===== src/rtl/crpr_pkg.sv =====
package crpr_pkg;

  localparam int CR_W    = 32;
  localparam int FIELD_W = 4;
  localparam int TGT_W   = 5;

  // bit picked for the condition test
  function automatic logic probe_bit(input logic [FIELD_W-1:0] res,
                                     input logic bitmode,
                                     input logic [1:0] sel);
    return bitmode ? res[0] : res[sel];
  endfunction

  // untested fill for a masked-out element under zeroing
  function automatic logic [FIELD_W-1:0] fill_value(input logic snz,
                                                    input logic bitmode);
    return bitmode ? {3'b000, snz} : {FIELD_W{snz}};
  endfunction

  // destination index with wrap at the register size
  function automatic logic [TGT_W-1:0] dest_index(input logic [TGT_W-1:0] base,
                                                  input logic [TGT_W-1:0] off,
                                                  input logic bitmode);
    logic [2:0] fld;
    fld = base[2:0] + off[2:0];
    return bitmode ? TGT_W'(base + off) : {2'b00, fld};
  endfunction

endpackage


===== src/rtl/crpr_seq.sv =====
module crpr_seq #(
  parameter int MAXVL = 16,
  localparam int VLW  = $clog2(MAXVL + 1),
  localparam int IDXW = (MAXVL > 1) ? $clog2(MAXVL) : 1
) (
  input  logic            clk,
  input  logic            rst_n,
  input  logic            start,
  input  logic [VLW-1:0]  vl,
  output logic            load,
  output logic            busy,
  output logic            done,
  output logic [IDXW-1:0] idx
);

  logic [VLW-1:0] vl_q;
  logic           last_elem;

  assign load      = start && !busy;
  assign last_elem = (VLW'(idx) + VLW'(1)) == vl_q;

  always_ff @(posedge clk) begin
    if (!rst_n) begin
      busy <= 1'b0;
      done <= 1'b0;
      idx  <= '0;
      vl_q <= '0;
    end else begin
      done <= 1'b0;
      if (load) begin
        idx  <= '0;
        vl_q <= vl;
        busy <= (vl != '0);
        done <= (vl == '0);
      end else if (busy) begin
        if (last_elem) begin
          busy <= 1'b0;
          done <= 1'b1;
        end else begin
          idx <= idx + IDXW'(1);
        end
      end
    end
  end

  assert_idx_step_R3: assert property (@(posedge clk) disable iff (!rst_n)
    (busy && !last_elem) |=> (busy && idx == IDXW'($past(idx) + IDXW'(1))));

  assert_end_pulse_R3: assert property (@(posedge clk) disable iff (!rst_n)
    (busy && last_elem) |=> (done && !busy));

  assert_vl_zero_R4: assert property (@(posedge clk) disable iff (!rst_n)
    (load && vl == '0) |=> (done && !busy));

  assert_no_overlap_R3: assert property (@(posedge clk) disable iff (!rst_n)
    !(busy && done));

endmodule


===== src/rtl/crpr_decide.sv =====
module crpr_decide
  import crpr_pkg::*;
(
  input  logic               valid,
  input  logic               active,
  input  logic               zero,
  input  logic               snz,
  input  logic               inv,
  input  logic               bitmode,
  input  logic [1:0]         sel,
  input  logic [TGT_W-1:0]   base,
  input  logic [TGT_W-1:0]   off,
  input  logic [FIELD_W-1:0] res,
  output logic               we,
  output logic [FIELD_W-1:0] data,
  output logic [TGT_W-1:0]   tgt
);

  logic test_pass;

  assign test_pass = (probe_bit(res, bitmode, sel) == inv);
  assign tgt       = dest_index(base, off, bitmode);

  always_comb begin
    we   = 1'b0;
    data = '0;
    if (valid) begin
      if (!active) begin
        we   = zero;
        data = zero ? fill_value(snz, bitmode) : '0;
      end else begin
        we   = test_pass;
        data = bitmode ? {3'b000, res[0]} : res;
      end
    end
  end

endmodule


===== src/rtl/crpr_crfile.sv =====
module crpr_crfile
  import crpr_pkg::*;
(
  input  logic               clk,
  input  logic               rst_n,
  input  logic               load,
  input  logic [CR_W-1:0]    init,
  input  logic               we,
  input  logic               bitmode,
  input  logic [TGT_W-1:0]   tgt,
  input  logic [FIELD_W-1:0] data,
  output logic [CR_W-1:0]    cr_q
);

  for (genvar b = 0; b < CR_W; b++) begin : g_bit
    logic hit;
    logic val;
    assign hit = we && (bitmode ? (tgt == TGT_W'(b)) : (tgt[2:0] == 3'(b / FIELD_W)));
    assign val = bitmode ? data[0] : data[b % FIELD_W];
    always_ff @(posedge clk) begin
      if (!rst_n)   cr_q[b] <= 1'b0;
      else if (load) cr_q[b] <= init[b];
      else if (hit)  cr_q[b] <= val;
    end
  end

  assert_hold_R11: assert property (@(posedge clk) disable iff (!rst_n)
    (!we && !load) |=> $stable(cr_q));

  assert_one_bit_R11: assert property (@(posedge clk) disable iff (!rst_n)
    (we && bitmode && !load) |=> ($countones(cr_q ^ $past(cr_q)) <= 1));

  assert_bit_lands_R10: assert property (@(posedge clk) disable iff (!rst_n)
    (we && bitmode && !load) |=> (cr_q[$past(tgt)] == $past(data[0])));

  assert_field_span_R11: assert property (@(posedge clk) disable iff (!rst_n)
    (we && !bitmode && !load) |=> ($countones(cr_q ^ $past(cr_q)) <= FIELD_W));

endmodule


===== src/rtl/cr_predres_writer.sv =====
module cr_predres_writer
  import crpr_pkg::*;
#(
  parameter int MAXVL = 16,
  localparam int VLW  = $clog2(MAXVL + 1),
  localparam int IDXW = (MAXVL > 1) ? $clog2(MAXVL) : 1
) (
  input  logic               clk,
  input  logic               rst_n,
  input  logic               start,
  input  logic [VLW-1:0]     cfg_vl,
  input  logic               cfg_bitmode,
  input  logic               cfg_zero,
  input  logic               cfg_snz,
  input  logic               cfg_inv,
  input  logic [1:0]         cfg_sel,
  input  logic [TGT_W-1:0]   cfg_base,
  input  logic [MAXVL-1:0]   cfg_mask,
  input  logic [CR_W-1:0]    cr_init,
  input  logic [FIELD_W-1:0] elem_res,
  output logic [IDXW-1:0]    elem_idx,
  output logic               busy,
  output logic               done,
  output logic               wr_en,
  output logic [TGT_W-1:0]   wr_tgt,
  output logic [FIELD_W-1:0] wr_data,
  output logic [CR_W-1:0]    cr_q
);

  logic               load;
  logic               bm_q, zero_q, snz_q, inv_q;
  logic [1:0]         sel_q;
  logic [TGT_W-1:0]   base_q;
  logic [MAXVL-1:0]   mask_q;
  logic               elem_active;

  always_ff @(posedge clk) begin
    if (!rst_n) begin
      bm_q   <= 1'b0;
      zero_q <= 1'b0;
      snz_q  <= 1'b0;
      inv_q  <= 1'b0;
      sel_q  <= '0;
      base_q <= '0;
      mask_q <= '0;
    end else if (load) begin
      bm_q   <= cfg_bitmode;
      zero_q <= cfg_zero;
      snz_q  <= cfg_snz;
      inv_q  <= cfg_inv;
      sel_q  <= cfg_sel;
      base_q <= cfg_base;
      mask_q <= cfg_mask;
    end
  end

  assign elem_active = mask_q[elem_idx];

  crpr_seq #(.MAXVL(MAXVL)) u_seq (
    .clk   (clk),
    .rst_n (rst_n),
    .start (start),
    .vl    (cfg_vl),
    .load  (load),
    .busy  (busy),
    .done  (done),
    .idx   (elem_idx)
  );

  crpr_decide u_decide (
    .valid   (busy),
    .active  (elem_active),
    .zero    (zero_q),
    .snz     (snz_q),
    .inv     (inv_q),
    .bitmode (bm_q),
    .sel     (sel_q),
    .base    (base_q),
    .off     (TGT_W'(elem_idx)),
    .res     (elem_res),
    .we      (wr_en),
    .data    (wr_data),
    .tgt     (wr_tgt)
  );

  crpr_crfile u_crfile (
    .clk     (clk),
    .rst_n   (rst_n),
    .load    (load),
    .init    (cr_init),
    .we      (wr_en),
    .bitmode (bm_q),
    .tgt     (wr_tgt),
    .data    (wr_data),
    .cr_q    (cr_q)
  );

  assert_idle_quiet_R1: assert property (@(posedge clk) disable iff (!rst_n)
    !busy |-> !wr_en);

  assert_skip_R5: assert property (@(posedge clk) disable iff (!rst_n)
    (busy && !elem_active && !zero_q) |-> !wr_en);

  assert_bit_fill_R6: assert property (@(posedge clk) disable iff (!rst_n)
    (busy && !elem_active && zero_q && bm_q) |-> (wr_en && wr_data == {3'b000, snz_q}));

  assert_field_fill_R7: assert property (@(posedge clk) disable iff (!rst_n)
    (busy && !elem_active && zero_q && !bm_q) |-> (wr_en && $countones(wr_data) == (snz_q ? 4 : 0)));

  assert_cfg_locked_R2: assert property (@(posedge clk) disable iff (!rst_n)
    (busy && start) |=> ($stable(bm_q) && $stable(base_q) && $stable(mask_q)));

endmodule


===== config.mk =====
export PLATFORM = sky130hd
export DESIGN_NAME = cr_predres_writer
export DESIGN_NICKNAME = d
export VERILOG_FILES = /design/src/rtl/crpr_pkg.sv /design/src/rtl/crpr_seq.sv /design/src/rtl/crpr_decide.sv /design/src/rtl/crpr_crfile.sv /design/src/rtl/cr_predres_writer.sv
export SDC_FILE = /design/constraint.sdc
export NUM_CORES = 1
export LEC_CHECK = 0
export ABC_CLOCK_PERIOD_IN_PS = 2860
export BUFFER_PORTS_ARGS = -buffer_cell sky130_fd_sc_hd__buf_4
export CELL_PAD_IN_SITES_DETAIL_PLACEMENT = 2
export CELL_PAD_IN_SITES_GLOBAL_PLACEMENT = 2
export CORE_MARGIN = 2
export CORE_UTILIZATION = 26
export CTS_CLUSTER_SIZE = 12
export DETAILED_ROUTE_END_ITERATION = 8
export PLACE_DENSITY_LB_ADDON = 0.1
export SYNTH_ARGS = -nofsm -noshare
export SYNTH_HDL_FRONTEND = slang
export SYNTH_SLANG_ARGS = --single-unit

===== constraint.sdc =====
create_clock -name clk -period 2.86 [get_ports clk]
set_input_delay 0.286 -clock clk [delete_from_list [all_inputs] [get_ports clk]]
set_output_delay 0.286 -clock clk [all_outputs]
set_load 0.005 [all_outputs]

==> out/metrics.yaml, run 1 <==
post-route-period-util_pct: 96.8
status: "complete, no violations"
ir_worst_vdd_v: 0.000235
fillers: 1824
clock-root-buffer: "clkbuf_16"
clockBufferDepth: 2
drcViolationCount: 0
detailedPlace.worstSlack_ns: -0.0312
cts_tree: "built"
regArea_um2: 1400
final_max_slew_viol_count: 0
gp_congestion: 0.841
ys_seq_area_share_pct: 33.9
syn_area_per_cell_um2: 7.58
postRouteAntennaNets: 0
multiInputGateArea_um2: 2540
grt-ovfl-total: 0
ys_warn_count: 0
antenna_found_initial: 0
hold_violations: 0
crit_fanout: 5
crit_path_end_kind: "output pin"
dieArea_um2: 16900
worstSetupStartpointType: "flip-flop"
ys_ff_latch: 70
die_h_um: 130
grt_pass1_vias: 4969
portBuffers: 118
initial_core_util_pct: 26.3
layout_min_cycle_time_ns: 2.77
grt_pass1_wl_um: 27100
grt_max_degree: 41
maxCapViolations: 0
coreArea_um2: 15700
ios: 119
cts.sinks: 70
place_hpwl_um: 13500
drive_above_1_share_pct: 29.3
antenna_cells: 0
fmax_mhz: 361
finalSetupViolCount: 0
yosysUniqueCellTypes: 69
clkTransAtPathRegs_ns: 0.06
rsz0062_at_grt: "no"
worst_slew_margin_rel_pct: 66.4
synth_flop_cell: "dfxtp_1"
ys_async_sr_fraction_pct: 0
clock_latency_ns: 0.34
grt_use_total_pct: 21.0
drt_iter0_drc: 149
syn_inst: 546
cts_made_buffers: 9
syn_to_final_growth_pct: 40.4
fin_hold_ws_ns: 0.190
worst-setup-path-type: "reg -> out"
syn_area_um2: 4140
routed_wl_um: 17700
power_leakage_nw: 2.40
required_ns: 2.57
first_pass_iters: 4
vias: 4605
synth-edff-count: 0
wire_per_inst_um: 19.9
power.density_nw_per_um2: 554
syn_nets: 623
fin_nets: 745
post_drt_via_cell_ratio: 5.18
htreeDepth: 3
setup_slack_ns: 0.0927
holdCritPathClass: "in -> reg"
die_w_um: 130
rows: 46
cp.arrival_ns: 2.48
skew_ns: 0.00557
worst_slew_pin_slew_ns: 0.498
## sequential cells by signal, summed over array words and instances, names as in the netlist
register	flops
zero_q	1
bm_q	1
u_seq.idx	4
u_seq.busy	1
mask_q	16
u_seq.vl_q	5
u_seq.done	1
u_crfile.cr_q	32
snz_q	1
inv_q	1
sel_q	2
base_q	5
## power breakdown
group          total, mW  leakage (nW)  switching (mW)  internal, mW
clock               1.41         0.176           0.466         0.945
sequential          1.10         0.577          0.0547          1.05
combinational      0.701          1.65           0.390         0.311
total               3.22          2.40           0.910          2.30
## repair_timing
item                       CTS  global route
pin swaps                    0             2
gates resized for setup      3            11
hold buffers                 0             0
setup endpoints to repair    3            13
setup buffers                0             2
## kinds of logic (layout without fill, tap and decap cells)
family	after synthesis	count (layout)	share of synthesized area (%)
adders and majority gates	6	6	2.00
muxes	11	11	3.33
DFF	70	70	33.9
xor gates and xnor gates	9	9	1.91
and+or+nand+nor	217	217	24.1
buffers and inverters	56	183	5.90
AOI/OAI and AO/OA	177	177	28.9
## final timing paths
path,from,endpoint,slack [ns],cells after the start
worst max-delay path,u_seq.idx[0]$_SDFFE_PP0P_,wr_data[1],0.09,7
worst min-delay path,cfg_mask[1],mask_q[1]$_SDFFE_PN0P_,0.19,3
worst max register to register,u_seq.idx[0]$_SDFFE_PP0P_,u_crfile.cr_q[1]$_SDFFE_PN0P_,0.20,11
worst min register to register,mask_q[11]$_SDFFE_PN0P_,mask_q[11]$_SDFFE_PN0P_,0.46,2
## routing by layer
layer / up-vias / routed length (µm) / track usage, %
met2: 84 / 9460 / 39.6
met1: 2280 / 7420 / 25.1
li1: 2224 / - / -
met4: 0 / 246 / 5.63
met5: - / 0 / 0
met3: 17 / 570 / 2.58
## per-stage QoR
step,power (mW),setup TNS [ns],utilization [%],instances,area [µm²]
2_1_floorplan,1.48,0,-,546,4140
3_3_place_gp,1.80,0,34.2,871,5380
3_5_place_dp,1.82,-0.0367,34.2,871,5380
4_1_cts,3.25,0,36.7,887,5760
5_1_grt,3.37,0,37.0,889,5810
6_report,3.22,0,37.0,889,5810
## cells in the mapped netlist, types with 9 or more instances
cell type,n,area (µm²)
nor3_1,12,60.1
nand2_1,105,394
a21oi_1,54,270
a211oi_1,13,97.6
dfxtp_1,70,1400
a311oi_1,10,87.6
a31oi_1,9,56.3
clkbuf_1,36,135
o21ai_0,27,135
nor2b_1,9,56.3
nand3_1,18,90.1
inv_1,10,37.5
nor2_1,36,135
## layout by cell type, fill, tap and decap left out, drive strengths merged, types with 5 or more instances in the layout
master	n
a211oi	13
a21o	7
a21oi	54
a311oi	10
a31o	6
a31oi	9
and3	5
buf	155
clkbuf	9
dfxtp	70
ha	5
inv	12
mux2i	7
nand2	105
nand3	18
nand4	5
nor2	36
nor2b	9
nor3	12
o21ai	28
o22ai	7
o31ai	6
xor2	5
## area by class of cell
type                            instances  area share, %
Multi-Input combinational cell        420           43.7
Sequential cell                        70           24.1
Timing Repair Buffer                  155           20.2
Tap cell                              216           4.65
Clock buffer                            9           3.88
Clock inverter                          7           2.50
Inverter                               12          0.905
## critical path: stages, from the launching register on
cell	delay [ns]
dfxtp_1	0.34
buf_4	0.15
mux4_2	0.53
o211a_1	0.28
nor2_1	0.32
nand3_1	0.19
a21oi_1	0.20
buf_4	0.14
No activity file was read; power rests on OpenSTA's default activity.
==> run 2, diff against run 1 <==
ABC_CLOCK_PERIOD_IN_PS = 3600   (was 2860)
BUFFER_PORTS_ARGS = default   (was -buffer_cell sky130_fd_sc_hd__buf_4)
CORE_UTILIZATION = 38   (was 26)
DONT_BUFFER_PORTS = 1   (was default)
clock period = 3.6 ns   (was 2.86 ns; I/O delays follow)
==> run 2 against run 1 <==
  * Combinational power shrank 44%
  * Flip-flop and latch count is the same
  * Hold slack lost 0.070 ns
  * Utilization grew 4.7 points
  * First-iteration DRC count grew 9.4%
  * Critical path depth shrank 2
==> out/metrics.yaml, run 2 (synthesis gave the netlist of run 1 again) <==
power_frac_comb_pct: 19.9  # -1.9 points
routed_wl_um: 15500  # -12%
gp_congestion: 0.964  # +15%
die_w_um: 108  # -17%
rows: 38  # -17%
skew_ns: 0.0173  # +0.0117 ns
biggestRegsByFlops: "u_crfile.cr_q x32, mask_q x16"
hold_end: "u_crfile.cr_q[1]$_SDFFE_PN0P_"
layout_min_cycle_time_ns: 3.07
holdCritPathClass: "in -> reg"
reg2reg_depth: 11  # unchanged
drt_iter0_drc: 163  # +9.4%
maxCapViolations: 0  # unchanged
clock-root-buffer: "clkbuf_8"
postRouteAntennaNets: 0  # unchanged
fmax_mhz: 326
hold_violations: 0  # unchanged
place_area_um2: 4270  # -21%
finalSetupTns_ns: 0  # unchanged
grt_max_degree: 48  # +17%
p_sw_share_pct: 32.5  # +4.2 points
worst-setup-path-type: "reg -> out"
worstReg2RegEnd: "u_crfile.cr_q[8]$_SDFFE_PN0P_"
worstHoldPathCells: 1  # -2
r2r_setup_slack_ns: 0.63  # +0.43 ns
regMostFlops: "u_crfile.cr_q"
clockBufferDepth: 2  # unchanged
power_leakage_nw: 1.64  # -32%
cts.sinks: 70  # unchanged
fin_nets: 609  # -18%
ir_worst_vdd_v: 0.000226  # -3.6%
sequentialPowerShare_pct: 45.2  # +11 points
post_drt_via_cell_ratio: 6.15  # +19%
first_pass_iters: 4  # unchanged
clock_latency_ns: 0.37  # +0.03 ns
ios: 119  # unchanged
worst_slew_pin_slew_ns: 0.848  # +0.350 ns
dieArea_um2: 11700  # -31%
drive_above_1_share_pct: 9.87  # -19 points
finalPower_mw: 1.96  # -39%
p_int_mw: 1.32  # -43%
coreArea_um2: 10700  # -32%
largest_reg_flops: 32  # unchanged
antenna_found_initial: 1  # +1
initial_core_util_pct: 38.5  # +12 points
post-route-period-util_pct: 85.3
grt_pass1_vias: 4368  # -12%
rsz0062_at_grt: "no"
clkPwrFrac_pct: 34.9  # -9.0 points
clkTransAtPathRegs_ns: 0.08  # +0.02 ns
htreeDepth: 3  # unchanged
crit_path_end_kind: "output pin"
final_cell_mix: "nand2_1 (104), dfxtp_1 (70), a21oi_1 (54)"
place_hpwl_um: 11300  # -17%
power.density_nw_per_um2: 438  # -21%
vias: 4171  # -9.4%
wire_per_inst_um: 22.9  # +15%
cts_tree: "built"
syn_to_final_growth_pct: 8.29
post_cts_buffers: 0  # unchanged
final_max_slew_viol_count: 0  # unchanged
grt-ovfl-total: 0  # unchanged
ctsResizeCount: 0  # -3
die_h_um: 108  # -17%
worst_slew_margin_rel_pct: 43.3  # -23 points
fin_hold_ws_ns: 0.120  # -0.0699 ns
power_switching_uw: 638  # -30%
final_common_cell: "nand2_1"
grt_pass1_wl_um: 23600  # -13%
cts_hold_buf: 0  # unchanged
required_ns: 3.24  # +0.67 ns
worstSetupStartpointType: "flip-flop"
portBuffers: 0  # -100%
status: "complete, no violations"
cts_made_buffers: 9  # unchanged
r2r_start: "u_seq.idx[0]$_SDFFE_PP0P_"
cp.arrival_ns: 2.71  # +0.23 ns
crit_fanout: 32  # +27
grt_use_total_pct: 26.6  # +5.6 points
final_area_um2: 4480  # -23%
drcViolationCount: 0  # unchanged
holdCritStartpoint: "rst_n"
finalSetupViolCount: 0  # unchanged
## run 2: cell types whose count changed in the layout (fill, tap and decap cells not counted), moves of 2 or more
cell       before  now
bufinv_16       4    1
buf_4         154   19
clkinv_2        0    2
clkbuf_16       9    0
clkbuf_8        0   11
## run 2: metrics by stage
step | setup WS [ns] | utilization, % | std cells
6_report | 0.528 | 41.7 | 678
5_1_grt | 0.361 | 41.7 | 678
4_1_cts | 0.508 | 41.7 | 677
3_5_place_dp | 0.662 | 39.7 | 661
3_3_place_gp | 0.837 | 39.7 | 661
2_1_floorplan | 0.855 | - | 546
## run 2: worst max path at each step
stage                                          from                             to  slack, ns  cells past startpoint
after floorplan           u_seq.idx[0]$_SDFFE_PP0P_  u_crfile.cr_q[1]$_SDFFE_PN0P_       0.85                     11
after global placement    u_seq.idx[0]$_SDFFE_PP0P_  u_crfile.cr_q[0]$_SDFFE_PN0P_       0.84                      7
after detailed placement  u_seq.idx[0]$_SDFFE_PP0P_  u_crfile.cr_q[0]$_SDFFE_PN0P_       0.66                      7
after CTS                 u_seq.idx[0]$_SDFFE_PP0P_                          wr_en       0.51                      5
after global routing      u_seq.idx[2]$_SDFFE_PP0P_  u_crfile.cr_q[1]$_SDFFE_PN0P_       0.36                      8
final                     u_seq.idx[0]$_SDFFE_PP0P_                          wr_en       0.53                      5
## run 2: final cells by class
class	count	area, µm²
antenna	1	2.50
clock buffer	11	151
clock inverter	5	57.6
fill	1271	6270
inverter	12	47.5
multi-input combinational	420	2500
sequential	70	1400
tap	140	175
timing repair buffer	19	143
## run 2: power by group through the flow
stage / sequential, mW / combinational [mW] / clock [mW]
finish: 0.886 / 0.391 / 0.685
CTS: 0.888 / 0.392 / 0.701
detailed placement: 0.905 / 0.389 / 0
floorplan: 0.882 / 0.290 / 0
global placement: 0.902 / 0.372 / 0
global route: 0.895 / 0.432 / 0.732
## run 2: critical path, cell delays in order, from the launching register on
cell and delay (ns):
dfxtp_1 0.51, mux4_2 0.56, o211ai_1 0.39, nand4_2 0.29, and2_1 0.31, inv_4 0.28
## run 2: per-layer routing
metal / vias up / GRT usage (%) / routed length (µm)
li1: 1950 / - / -
met1: 2096 / 29.7 / 6250
met2: 102 / 47.9 / 8050
met3: 23 / 5.73 / 811
met4: 0 / 12.5 / 399
met5: - / 0 / 0
